File: config.mk
export PLATFORM = sky130hd
export DESIGN_NAME = byte_lane_dram_ctrl
export DESIGN_NICKNAME = d
export VERILOG_FILES = /design/src/rtl/dram_lane_pkg.sv /design/src/rtl/strobe_sampler.sv /design/src/rtl/lane_merge.sv /design/src/rtl/cycle_ctrl.sv /design/src/rtl/byte_lane_dram_ctrl.sv
export SDC_FILE = /design/constraint.sdc
export NUM_CORES = 1
export LEC_CHECK = 0
export ABC_AREA = 0
export CAP_MARGIN = 20
export CORE_UTILIZATION = 35
export DETAILED_ROUTE_END_ITERATION = 8
export GPL_TIMING_DRIVEN = 0
export PLACE_DENSITY_LB_ADDON = 0.15
export RECOVER_POWER = 50
export SLEW_MARGIN = 20
export SYNTH_ARGS = -nofsm -noshare
export SYNTH_HDL_FRONTEND = slang
export SYNTH_HIERARCHICAL = 1
export SYNTH_SLANG_ARGS = --single-unit
File: constraint.sdc
create_clock -name clk -period 3.14 [get_ports clk]
set_input_delay 0.628 -clock clk [delete_from_list [all_inputs] [get_ports clk]]
set_output_delay 0.628 -clock clk [all_outputs]
set_load 0.02 [all_outputs]
File: src/rtl/dram_lane_pkg.sv
// Shared types for the byte-lane DRAM strobe controller.
// Assumes a 3-bit cycle class is enough for all cycle kinds.
package dram_lane_pkg;
    typedef enum logic [2:0] {
        CYC_IDLE     = 3'd0,
        CYC_READ     = 3'd1,
        CYC_EARLY_WR = 3'd2,
        CYC_LATE_WR  = 3'd3,
        CYC_RMW      = 3'd4,
        CYC_RAS_ONLY = 3'd5,
        CYC_CBR      = 3'd6
    } cyc_e;
endpackage

File: src/rtl/strobe_sampler.sv
// Two-stage sampler for active-low control pins: the current sample
// and the one before it, so edges can be found downstream.
// Assumes the pins are synchronous to clk or already synchronised.
module strobe_sampler #(
    parameter int W = 4
) (
    input  logic         clk,
    input  logic         rst_n,
    input  logic [W-1:0] pins,
    output logic [W-1:0] cur,
    output logic [W-1:0] prv
);
    // Shift the pin samples; reset to the inactive (high) level.
    always_ff @(posedge clk) begin
        if (!rst_n) begin
            cur <= '1;
            prv <= '1;
        end else begin
            cur <= pins;
            prv <= cur;
        end
    end
endmodule

File: src/rtl/lane_merge.sv
// Merges per-lane column strobes into one internal strobe and
// detects per-lane falls and the first fall of a column strobe.
// Assumes active-low strobes in sampled form (current and previous).
module lane_merge #(
    parameter int LANES = 2
) (
    input  logic [LANES-1:0] cas_cur,
    input  logic [LANES-1:0] cas_prv,
    output logic [LANES-1:0] lane_low,
    output logic [LANES-1:0] lane_fall,
    output logic             any_low,
    output logic             first_fall
);
    logic any_low_prv;

    for (genvar i = 0; i < LANES; i++) begin : g_lane
        // Per-lane level and falling edge.
        assign lane_low[i]  = ~cas_cur[i];
        assign lane_fall[i] = ~cas_cur[i] & cas_prv[i];
    end

    // Merged strobe: active while any lane is low.
    assign any_low     = |lane_low;
    assign any_low_prv = ~(&cas_prv);
    assign first_fall  = any_low & ~any_low_prv;
endmodule

File: src/rtl/cycle_ctrl.sv
// Cycle classifier: latches row and column, classifies the cycle from
// strobe order, raises write pulses and per-lane drive enables, and
// flags mixed write modes between lanes within one column strobe.
// Assumes edge information from lane_merge and sampled pins.
module cycle_ctrl
    import dram_lane_pkg::*;
#(
    parameter int ADDR_W = 10,
    parameter int LANES  = 2
) (
    input  logic              clk,
    input  logic              rst_n,
    input  logic              ras_cur,
    input  logic              ras_prv,
    input  logic              we_cur,
    input  logic              we_prv,
    input  logic              oe_cur,
    input  logic [ADDR_W-1:0] addr_q,
    input  logic [LANES-1:0]  lane_low,
    input  logic [LANES-1:0]  lane_fall,
    input  logic              any_low,
    input  logic              first_fall,
    output logic [ADDR_W-1:0] row,
    output logic [ADDR_W-1:0] col,
    output cyc_e              cyc,
    output logic              col_act,
    output logic [LANES-1:0]  wr,
    output logic [LANES-1:0]  drv,
    output logic              err
);
    cyc_e              cyc_n;
    logic [ADDR_W-1:0] row_n, col_n;
    logic [LANES-1:0]  wr_n, drv_n;
    logic              err_n, mix, ras_fall, we_fall, row_open, reads;

    assign ras_fall = ras_prv & ~ras_cur;
    assign we_fall  = we_prv & ~we_cur;
    assign row_open = (cyc != CYC_IDLE) && (cyc != CYC_CBR);

    // Next cycle class, addresses, error and write pulses.
    always_comb begin
        cyc_n = cyc;
        row_n = row;
        col_n = col;
        err_n = err;
        wr_n  = '0;
        mix   = 1'b0;
        if (ras_cur) begin
            cyc_n = CYC_IDLE;
            err_n = 1'b0;
        end else if (ras_fall) begin
            err_n = 1'b0;
            if (any_low) begin
                cyc_n = CYC_CBR;
            end else begin
                cyc_n = CYC_RAS_ONLY;
                row_n = addr_q;
            end
        end else if (row_open) begin
            if (first_fall) begin
                col_n = addr_q;
                err_n = 1'b0;
                if (we_cur) begin
                    cyc_n = CYC_READ;
                end else begin
                    cyc_n = CYC_EARLY_WR;
                    wr_n  = lane_fall;
                end
            end else if (any_low) begin
                if (|lane_fall)
                    mix = (cyc == CYC_EARLY_WR) ? we_cur :
                          (cyc == CYC_READ)     ? ~we_cur : 1'b1;
                if (mix)
                    err_n = 1'b1;
                if (!err && !mix) begin
                    if (cyc == CYC_EARLY_WR) begin
                        wr_n = lane_fall;
                    end else if (cyc == CYC_READ && we_fall) begin
                        cyc_n = oe_cur ? CYC_LATE_WR : CYC_RMW;
                        wr_n  = lane_low;
                    end
                end
            end else begin
                err_n = 1'b0;
            end
        end
    end

    // Drive enables: read-type cycles only, per lane, gated by OE.
    assign reads = (cyc_n == CYC_READ) || (cyc_n == CYC_LATE_WR) || (cyc_n == CYC_RMW);
    assign drv_n = (reads && !err_n && !oe_cur) ? lane_low : '0;

    // Register all outputs.
    always_ff @(posedge clk) begin
        if (!rst_n) begin
            cyc     <= CYC_IDLE;
            row     <= '0;
            col     <= '0;
            err     <= 1'b0;
            wr      <= '0;
            drv     <= '0;
            col_act <= 1'b0;
        end else begin
            cyc     <= cyc_n;
            row     <= row_n;
            col     <= col_n;
            err     <= err_n;
            wr      <= wr_n;
            drv     <= drv_n;
            col_act <= any_low;
        end
    end
endmodule

File: src/rtl/byte_lane_dram_ctrl.sv
// Top of the byte-lane DRAM strobe controller: samples the pins,
// merges the lane strobes and classifies each memory cycle.
// Assumes pins synchronous to clk; outputs lag the pins by two edges.
module byte_lane_dram_ctrl
    import dram_lane_pkg::*;
#(
    parameter int ADDR_W = 10,
    parameter int LANES  = 2
) (
    input  logic              clk,
    input  logic              rst_n,
    input  logic              ras_n,
    input  logic [LANES-1:0]  cas_n,
    input  logic              we_n,
    input  logic              oe_n,
    input  logic [ADDR_W-1:0] addr,
    output logic [ADDR_W-1:0] row_addr,
    output logic [ADDR_W-1:0] col_addr,
    output logic [2:0]        cyc_type,
    output logic              col_active,
    output logic [LANES-1:0]  wr_stb,
    output logic [LANES-1:0]  drv_en,
    output logic              proto_err
);
    localparam int CTL_W = LANES + 2;

    logic [CTL_W-1:0]  ctl_cur, ctl_prv;
    logic [ADDR_W-1:0] addr_q;
    logic              oe_q;
    logic [LANES-1:0]  lane_low, lane_fall;
    logic              any_low, first_fall;
    cyc_e              cyc;

    strobe_sampler #(.W(CTL_W)) u_smp (
        .clk(clk), .rst_n(rst_n), .pins({we_n, ras_n, cas_n}),
        .cur(ctl_cur), .prv(ctl_prv)
    );

    // Sample address and output enable alongside the strobes.
    always_ff @(posedge clk) begin
        if (!rst_n) begin
            addr_q <= '0;
            oe_q   <= 1'b1;
        end else begin
            addr_q <= addr;
            oe_q   <= oe_n;
        end
    end

    lane_merge #(.LANES(LANES)) u_merge (
        .cas_cur(ctl_cur[LANES-1:0]), .cas_prv(ctl_prv[LANES-1:0]),
        .lane_low(lane_low), .lane_fall(lane_fall),
        .any_low(any_low), .first_fall(first_fall)
    );

    cycle_ctrl #(.ADDR_W(ADDR_W), .LANES(LANES)) u_ctrl (
        .clk(clk), .rst_n(rst_n),
        .ras_cur(ctl_cur[LANES]), .ras_prv(ctl_prv[LANES]),
        .we_cur(ctl_cur[LANES+1]), .we_prv(ctl_prv[LANES+1]),
        .oe_cur(oe_q), .addr_q(addr_q),
        .lane_low(lane_low), .lane_fall(lane_fall),
        .any_low(any_low), .first_fall(first_fall),
        .row(row_addr), .col(col_addr), .cyc(cyc), .col_act(col_active),
        .wr(wr_stb), .drv(drv_en), .err(proto_err)
    );

    assign cyc_type = cyc;
endmodule

==> results of run 1 <==
-- power groups by stage --
stage	Combinational (mW)	Clock (mW)	Sequential (mW)
6_report	0.114	0.372	0.638
5_1_grt	0.126	0.410	0.642
4_1_cts	0.117	0.388	0.639
3_5_place_dp	0.117	0	0.653
3_3_place_gp	0.117	0	0.653
2_1_floorplan	0.0640	0	0.655
-- layout make-up --
type	instances	area (sq um)
fill	505	2670
sequential	48	961
multi-input combinational	128	901
timing repair buffer	45	450
tap	70	87.6
clock buffer	6	82.6
buffer	11	51.3
inverter	6	22.5
clock inverter	1	8.76
-- worst min-delay path, cell delays in order, from the launching register on --
cell and delay, ns:
dfxtp_1 0.32, nand2_1 0.05, a21boi_0 0.06
-- cells in the mapped netlist, types with 6 or more instances --
master	number
dfxtp_1	48
clkbuf_1	7
nor2b_1	12
nor2_1	7
nand2b_1	11
o21ai_0	13
nand2_1	12
a21boi_0	11
and2_2	7
inv_1	6
mux2i_1	13
-- per-layer routing --
layer | GRT usage (%) | up-vias | share of wire [%]
met5 | 0 | - | 0
li1 | - | 761 | -
met3 | 3.59 | 5 | 5.1
met4 | 6.35 | 0 | 1.4
met1 | 19.6 | 656 | 48
met2 | 23.3 | 39 | 45
-- through the flow --
stage               util (%)  cell area [sq um]  setup slack [ns]  hold WS [ns]  std cells
floorplan                  -               1940              1.02         0.440        193
global placement        47.4               2480             0.677         0.454        308
detailed placement      47.4               2480             0.631         0.460        308
CTS                     49.1               2570             0.688         0.471        315
global route            49.0               2560             0.558         0.488        315
finish                  49.0               2560             0.701         0.470        315
-- cells by family after synthesis --
group / share of synthesized area, %
AND/OR/NAND/NOR: 21.1
flip-flops: 49.5
AO/OA/AOI/OAI: 18.1
XOR/XNOR: 0.451
multiplexers: 6.70
buffers and inverters: 4.19
-- sequential cells by signal, indices dropped and copies added, names as in the netlist --
signal          count
addr_q             10
u_ctrl/col         10
u_ctrl/row         10
u_smp/cur           4
u_smp/prv           4
u_ctrl/cyc          3
u_ctrl/drv          2
u_ctrl/wr           2
oe_q                1
u_ctrl/col_act      1
u_ctrl/err          1
-- final timing paths --
kind	endpoint	cells past startpoint	startpoint	slack [ns]
min reg2reg	u_ctrl/row[8]	2	addr_q[8]	0.47
max	u_ctrl/drv[1]	8	u_smp/cur[1]	0.70
min	u_ctrl/row[8]	2	addr_q[8]	0.47
max reg2reg	u_ctrl/drv[1]	8	u_smp/cur[1]	0.70
==> run metrics, run 1 <==
Primary FF master, synth dfxtp_1; DP Wirelength between 2000 and 3000 um; CP endpoint kind flip-flop; Via Count between 1k and 1.5k; clk sink count 48; slowest stage delay, CP between 0.4 and 0.5 ns; final hold vios 0; commonest non-fill, non-tap cell in the layout dfxtp_1; Ports 46; Top delay family on crit path compound AO/OA/AOI/OAI gates; P_int 0.861 mW; die height around 77 um; Rel. slew slack between 60% and 70%; Worst Tran Pin Value about 0.47 ns; crit start category flip-flop; clock slew at reported path FFs 0.09 ns; post-synthesis sequential area ratio 49.5%; Synth cell types 43; slowest cell on the critical path or4b_4; most area-consuming cells after synthesis dfxtp_1, mux2i_1, a21boi_0; leakage power between 1 and 1.5 nW; # H-tree levels 2; initial antenna violation count 0; GP Congestion 0.795; min cycle time layout 2.44 ns; Post-Syn Instances around 190; area leader, netlist dfxtp_1; required time worst endpoint ~3.4 ns; ys async rst share 0%; Ys Warns 6; post-cts gate resize count 0; largest net degree at the start of global routing 15; Buffers on Ports 45; Layout area overhead 32.0%; DRC Markers 0; cell area after synthesis 0.00194 sq mm; WL final 4040 um; global-route wire length before repair about 6800 um; wire length per cell roughly 13 um; area of the core between 0.005 and 0.006 sq mm; crit path cell chain nand2_1, and3_1, buf_6, or4b_4, a31oi_4, a311oi_2, a211o_1, a211oi_2; VDD IR max ~0.00020 V; Seq pwr share 56.7%; vias in the first global route 1420; Final Skew about 0.006 ns; nets approximately 260; CTS tree built; CTS Hold Buffers Added 0; Net Switching roughly 0.26 mW; post-synth top area share between 40% and 50%; Max Cap Violations 0; crit-path max FO 8; Max Freq between 400 and 500 MHz; row cnt 26; Overflow after GRT 0; Clock Path Buffers 2; overall die width between 70 and 80 um; critical path arrival approximately 2.7 ns; Mapped Nets 210; Final setup violation count 0; Pre-Repair DR Iteration Count 4; pwr dens between 400 and 500 mW/mm^2; EDFF count, synth 0; Sw Ratio between 20% and 30%; antenna cells 0; full die area 0.00585 sq mm; # Post-CTS Setup Buffers 0; Worst-Skew Late Latency around 0.30 ns; layout cells sized above 1 11.4%; most frequent cells in the layout dfxtp_1, clkdlybuf4s50_1, dlygate4sd3_1, mux2i_1, o21ai_0; initial drt markers slightly above 80; total track usage between 10 and 15%; worst hold-check path type reg2reg; CTS Root Cell clkbuf_8; Post-DRT Antenna Nets 0; Final Total Pwr about 1.1 mW; Avg Vias per Cell 4.64; synthesized flop and latch total 48; RSZ-0062 raised after global routing false; Setup TNS Final 0 ns; clock group share of total power about a third; type of the worst setup path reg2reg; WP buf/inv 1; syn avg cell area roughly 10 sq um; starting density of the core 37.1%; Comb power frac ~10%; status finished clean; Max Slew Vio Count 0; final worst-path cycle share 77.7%; CTS buffer count 5
Power figures use the tool's default switching activity.
==> inputs of run 2 (changes only) <==
==> constraint.sdc (replaced) <==
create_clock -name clk -period 2.2 [get_ports clk]
set_input_delay 0.44 -clock clk [delete_from_list [all_inputs] [get_ports clk]]
set_output_delay 0.44 -clock clk [all_outputs]
set_load 0.02 [all_outputs]
==> run 2 against run 1 <==
  * Die area is the same
  * Largest cell class unchanged
  * Hold slack is essentially flat
  * First-iteration DRC count shrank 3.7%
  * Largest power group unchanged
==> run metrics, run 2 (synthesis gave the netlist of run 1 again) <==
Avg Vias per Cell 4.63 (was 4.64); Layout area overhead 34.4% (was 32.0%); leakage power 1.06 nW (was 1.04 nW); min cycle time layout 2.09 ns (was 2.44 ns); crit-path max FO 8 (unchanged); GP Congestion 0.795 (unchanged); Final Total Pwr 1.61 mW (was 1.12 mW); slack of the critical path 0.108 ns (was 0.701 ns); Worst-Skew Late Latency 0.30 ns (about the same); largest net degree at the start of global routing 15 (unchanged); VDD IR max 0.000268 V (was 0.000196 V); Overflow after GRT 0 (unchanged); initial antenna violation count 0 (unchanged); CP endpoint kind flip-flop (unchanged); Max Slew Vio Count 0 (unchanged); DP Wirelength 2960 um (unchanged); commonest non-fill, non-tap cell in the layout dfxtp_1 (unchanged); Critical Path Sink u_ctrl/drv[1] (unchanged); Pre-Repair DR Iteration Count 4 (unchanged); nets 266 (was 262); Post-DRT Antenna Nets 0 (unchanged); Clock Path Buffers 2 (unchanged); most frequent cells in the layout dfxtp_1, clkdlybuf4s50_1, dlygate4sd3_1, mux2i_1, o21ai_0 (unchanged); Worst Setup SP u_smp/cur[0] (was u_smp/cur[1]); antenna cells 0 (unchanged); final hold vios 0 (unchanged); R2R Path Start u_smp/cur[0] (was u_smp/cur[1]); Placement Setup Slack -0.228 ns (was 0.631 ns); # H-tree levels 2 (unchanged); CTS Hold Buffers Added 0 (unchanged); worst reg-to-reg path cell count 7 (was 8); Final setup violation count 0 (unchanged); critical path arrival 2.32 ns (was 2.66 ns); vias in the first global route 1423 (was 1420); layout cells sized above 1 14.9% (was 11.4%); Ports 46 (unchanged); area of the core 0.00524 sq mm (unchanged); clk sink count 48 (unchanged); RSZ-0062 raised after global routing false (unchanged); full die area 0.00585 sq mm (unchanged); Final Skew 0.00604 ns (was 0.00583 ns); final worst-path cycle share 95.1% (was 77.7%); Via Count 1478 (was 1461); Rel. slew slack 67.5% (was 68.5%); CTS tree built (unchanged); global-route wire length before repair 6840 um (was 6790 um); initial drt markers 78 (was 81); CTS Root Cell clkbuf_8 (unchanged); overall die width 76.5 um (unchanged); Max Freq 478 MHz (was 410 MHz); status finished clean (unchanged); crit start category flip-flop (unchanged); Max Cap Violations 0 (unchanged); pwr dens 618 mW/mm^2 (was 438 mW/mm^2); biggest regs addr_q x10, u_ctrl/col x10, u_ctrl/row x10 (unchanged); Buffers on Ports 45 (unchanged); die height 76.5 um (unchanged); starting density of the core 37.1% (unchanged); Worst Tran Pin Value 0.488 ns (was 0.472 ns); row cnt 26 (unchanged); Worst R2R Setup Slack 0.11 ns (was 0.70 ns); total track usage 15.1% (was 15.0%); Setup TNS Final 0 ns (unchanged); CTS buffer count 5 (unchanged); wire length per cell 13.0 um (was 12.8 um); WL final 4140 um (was 4040 um); worst hold-check path type reg2reg (unchanged); required time worst endpoint 2.42 ns (was 3.36 ns); clock slew at reported path FFs 0.08 ns (was 0.09 ns); DRC Markers 0 (unchanged); type of the worst setup path reg2reg (unchanged); Worst R2R End u_ctrl/drv[1] (unchanged)
-- run 2: changes by cell type in the layout (fill, tap and decap cells not counted), sizes merged --
cell	previous run	this run
dlygate4sd3	15	14
clkdlybuf4s50	30	31
buf	3	7
-- run 2: routing by layer --
metal	vias up	share of wire (%)	track usage, %
met5	-	0	0
met4	0	1.4	6.35
met3	5	4.4	3.83
met2	41	46	23.4
met1	662	49	19.7
li1	770	-	-
-- run 2: how the worst min path moves through the flow --
stage / end / depth (start not counted) / start
global placement: u_ctrl/row[9] / 2 / addr_q[9]
CTS: u_ctrl/row[2] / 2 / addr_q[2]
global route: u_ctrl/row[8] / 2 / addr_q[8]
finish: u_ctrl/row[2] / 2 / addr_q[2]
floorplan: u_ctrl/row[4] / 2 / addr_q[4]
detailed placement: u_ctrl/row[6] / 2 / addr_q[6]
-- run 2: final cells by class --
| cell class | instances | area [sq um] |
|---|---|---|
| Fill cell | 499 | 2630 |
| Sequential cell | 48 | 968 |
| Multi-Input combinational cell | 128 | 913 |
| Timing Repair Buffer | 50 | 488 |
| Tap cell | 70 | 87.6 |
| Clock buffer | 6 | 82.6 |
| Buffer | 10 | 41.3 |
| Inverter | 6 | 22.5 |
| Clock inverter | 1 | 8.76 |
-- run 2: through the flow --
step / hold slack (ns) / util [%] / area [sq um] / cells
finish: 0.470 / 49.9 / 2610 / 319
global route: 0.488 / 49.9 / 2610 / 319
CTS: 0.471 / 49.5 / 2590 / 317
detailed placement: 0.460 / 47.4 / 2480 / 308
global placement: 0.454 / 47.4 / 2480 / 308
floorplan: 0.440 / - / 1940 / 193
-- run 2: timing repair --
item,in CTS,in global routing
pin swaps,2,5
endpoints found under the setup margin,2,2
buffers inserted,2,3
resized for setup,3,6
-- run 2: worst max-delay path, stage by stage, from the launching register on --
cell,delay (ns)
dfxtp_4,0.37
nand2_4,0.05
and3_4,0.21
or4b_4,0.53
a31oi_4,0.19
a311oi_2,0.14
a211o_1,0.32
a211oi_2,0.21
-- run 2: where the power goes --
| part | switching [mW] | leakage, nW | internal [mW] |
|---|---|---|---|
| clock network | 0.282 | 0.0473 | 0.251 |
| logic | 0.0798 | 0.623 | 0.0915 |
| registers | 0.0184 | 0.393 | 0.892 |
| total | 0.380 | 1.06 | 1.23 |
==> inputs of run 3 (changes only) <==
--- a/config.mk
+++ b/config.mk
@@ -15,5 +15,4 @@
 export SLEW_MARGIN = 20
 export SYNTH_ARGS = -nofsm -noshare
 export SYNTH_HDL_FRONTEND = slang
-export SYNTH_HIERARCHICAL = 1
 export SYNTH_SLANG_ARGS = --single-unit
==> run 3 against run 2 <==
  * Die area decreased by 3.0%
  * Final cell count is 0.31% higher
  * Routed wire length shrank 3.1%
  * Core utilization down 0.42 points
  * Flip-flop and latch count did not move
  * Critical endpoint is now cyc_type[1]
  * Sequential share of layout area rose by 0.73 points
  * Worst setup slack improved by 0.13 ns
  * Largest power group unchanged
  * Final area fell by 2.7%
==> run metrics, run 3 <==
status finished clean (unchanged); starting density of the core 36.6% (was 37.1%); DRC Markers 0 (unchanged); die height 75.4 um (was 76.5 um); Buffers on Ports 45 (unchanged); full die area 0.00568 sq mm (was 0.00585 sq mm); crit path cell chain clkdlybuf4s50_1 (was nand2_4, and3_4, or4b_4, a31oi_4, a311oi_2, a211o_1, a211oi_2); Ports 46 (unchanged); Final setup violation count 0 (unchanged); largest net degree at the start of global routing 16 (was 15); synthesized flop and latch total 48 (unchanged); type of the worst setup path reg2out (was reg2reg); most area-consuming cells after synthesis dfxtp_1, nand2_1, mux2i_1 (was dfxtp_1, mux2i_1, a21boi_0); Avg Vias per Cell 4.74 (was 4.63); slowest cell on the critical path clkdlybuf4s50_1 (was or4b_4); largest family of logic cells by synthesized area simple AND/OR/NAND/NOR gates (unchanged); Layout area overhead 35.0% (was 34.4%); WL final 4020 um (was 4140 um); crit-path max FO 10 (was 8); commonest non-fill, non-tap cell in the layout dfxtp_1 (unchanged); dpl cells 312 (was 308); placed instance area 0.00242 sq mm (was 0.00248 sq mm); initial antenna violation count 0 (unchanged); Post-DRT Antenna Nets 0 (unchanged); nets 266 (unchanged); crit start category flip-flop (unchanged); post-synth top area share 51.0% (was 49.5%); antenna cells 0 (unchanged); Clock Path Buffers 2 (unchanged); total track usage 15.4% (was 15.1%); EDFF count, synth 0 (unchanged); slack of the critical path 0.236 ns (was 0.108 ns); Via Count 1516 (was 1478); clk sink count 48 (unchanged); simple-gate share of the synthesized area 26.4% (was 21.1%); Overflow after GRT 0 (unchanged); area of the core 0.00514 sq mm (was 0.00524 sq mm); vias in the first global route 1298 (was 1423); Placement Setup Slack 0.106 ns (was -0.228 ns); syn avg cell area 9.56 sq um (was 10.1 sq um); pwr dens 677 mW/mm^2 (was 618 mW/mm^2); final hold vios 0 (unchanged); Worst-Skew Late Latency 0.30 ns (about the same); min cycle time layout 1.96 ns (was 2.09 ns); RSZ-0062 raised after global routing false (unchanged); Ys Warns 0 (was 6); final cell count without fillers 320 (was 319); cell area after synthesis 0.00188 sq mm (was 0.00194 sq mm); row cnt 26 (unchanged); Worst R2R Setup Slack 0.24 ns (was 0.11 ns); slowest stage delay, CP 0.68 ns (was 0.53 ns); Worst Tran Pin Value 0.505 ns (was 0.488 ns); Synth Area in Compound Gates 13.2% (was 18.1%); most frequent cells in the layout dfxtp_1, nand2_1, dlygate4sd3_1, nor2_1, clkdlybuf4s50_1 (was dfxtp_1, clkdlybuf4s50_1, dlygate4sd3_1, mux2i_1, o21ai_0); XOR/XNOR share of the synthesized area 0% (was 0.451%); Commonest cells post-synth dfxtp_1, nand2_1, nor2_1, a21oi_1, and2_1 (was dfxtp_1, mux2i_1, o21ai_0, nand2_1, nor2b_1); post-synthesis sequential area ratio 51.0% (was 49.5%); Synth Area in Adders 0% (unchanged); DP Wirelength 2890 um (was 2960 um); Mapped Nets 214 (was 210); post-cts gate resize count 0 (was 3); # H-tree levels 2 (unchanged); required time worst endpoint 1.76 ns (was 2.42 ns); leakage power 1.08 nW (was 1.06 nW); clock slew at reported path FFs 0.09 ns (was 0.08 ns); worst hold-check path type reg2reg (unchanged); fillcell total 525 (was 499); Max Slew Vio Count 0 (unchanged); CTS tree built (unchanged); Setup TNS Final 0 ns (unchanged); Pre-Repair DR Iteration Count 4 (unchanged); Synth cell types 38 (was 43); Max Freq 509 MHz (was 478 MHz); GP Congestion 0.834 (was 0.795); CP endpoint kind output port (was flip-flop); layout cells sized above 1 8.00% (was 14.9%); top-count cell post-synth dfxtp_1 (unchanged); area leader, netlist dfxtp_1 (unchanged); Max Cap Violations 0 (unchanged); CTS buffer count 5 (unchanged); critical path arrival 1.52 ns (was 2.32 ns); Primary FF master, synth dfxtp_1 (unchanged); wire length per cell 12.6 um (was 13.0 um); CTS Hold Buffers Added 0 (unchanged); Rel. slew slack 66.3% (was 67.5%); WP buf/inv 1 (was 0); mux cell area share after synthesis 5.91% (was 6.70%); biggest regs addr_q x10, u_ctrl.col x10, u_ctrl.row x10 (was addr_q x10, u_ctrl/col x10, u_ctrl/row x10); # Post-CTS Setup Buffers 0 (was 2); Final Skew 0.00547 ns (was 0.00604 ns); CTS Root Cell clkbuf_8 (unchanged); ys async rst share 0% (unchanged); design area 0.00254 sq mm (was 0.00261 sq mm); overall die width 75.4 um (was 76.5 um); VDD IR max 0.000364 V (was 0.000268 V); Top delay family on crit path buffers and inverters (was compound AO/OA/AOI/OAI gates); initial drt markers 111 (was 78); Final Util 49.5% (was 49.9%); Post-Syn Instances 197 (was 193); final worst-path cycle share 89.3% (was 95.1%); global-route wire length before repair 6370 um (was 6840 um)
-- run 3: cell count changes after synthesis, sizes merged, moves of 5 or more --
cell	before	now
a21oi	3	13
o21ai	13	2
a21boi	11	0
inv	6	1
nor2	7	20
nor2b	12	0
nand2	12	28
-- run 3: metrics by stage --
stage	total power [mW]	hold WS (ns)
floorplan	1.02	0.431
global placement	1.08	0.441
detailed placement	1.08	0.446
CTS	1.74	0.458
global route	1.80	0.476
finish	1.72	0.453
-- run 3: layer usage --
metal | part of all wire (%) | GRT usage (%)
met1 | 48 | 21.5
met2 | 45 | 22.7
met3 | 6.3 | 4.37
met4 | 1.4 | 5.56
met5 | 0 | 0
-- run 3: path summary, 6_finish.rpt --
| kind | start | to | depth (start not counted) |
|---|---|---|---|
| worst max-delay path | u_ctrl.cyc[1] | cyc_type[1] | 1 |
| worst min-delay path | u_ctrl.row[8] | u_ctrl.row[8] | 2 |
| worst max register to register | u_ctrl.cyc[1] | u_ctrl.drv[1] | 6 |
| worst min register to register | u_ctrl.row[8] | u_ctrl.row[8] | 2 |
-- run 3: report_power, final --
part	switching (mW)	leakage, nW	internal, mW	total [mW]
clock	0.289	0.0614	0.372	0.661
combinational	0.0733	0.627	0.0741	0.147
sequential	0.0199	0.393	0.893	0.913
-- run 3: final cells by class --
type	count	area, sq um	area share, %
Sequential cell	48	961	37.8
Multi-Input combinational cell	137	856	33.7
Timing Repair Buffer	45	450	17.7
Tap cell	70	87.6	3.44
Clock buffer	6	82.6	3.25
Buffer	11	62.6	2.46
Clock inverter	2	38.8	1.53
Inverter	1	3.75	0.148
-- run 3: cells by family (layout without fill, tap and decap cells) --
kind of cell    after synthesis  count (layout)
simple gates                 94              94
flops                        48              48
mux                          11              11
compound gates               32              32
buf+inv                      12              65
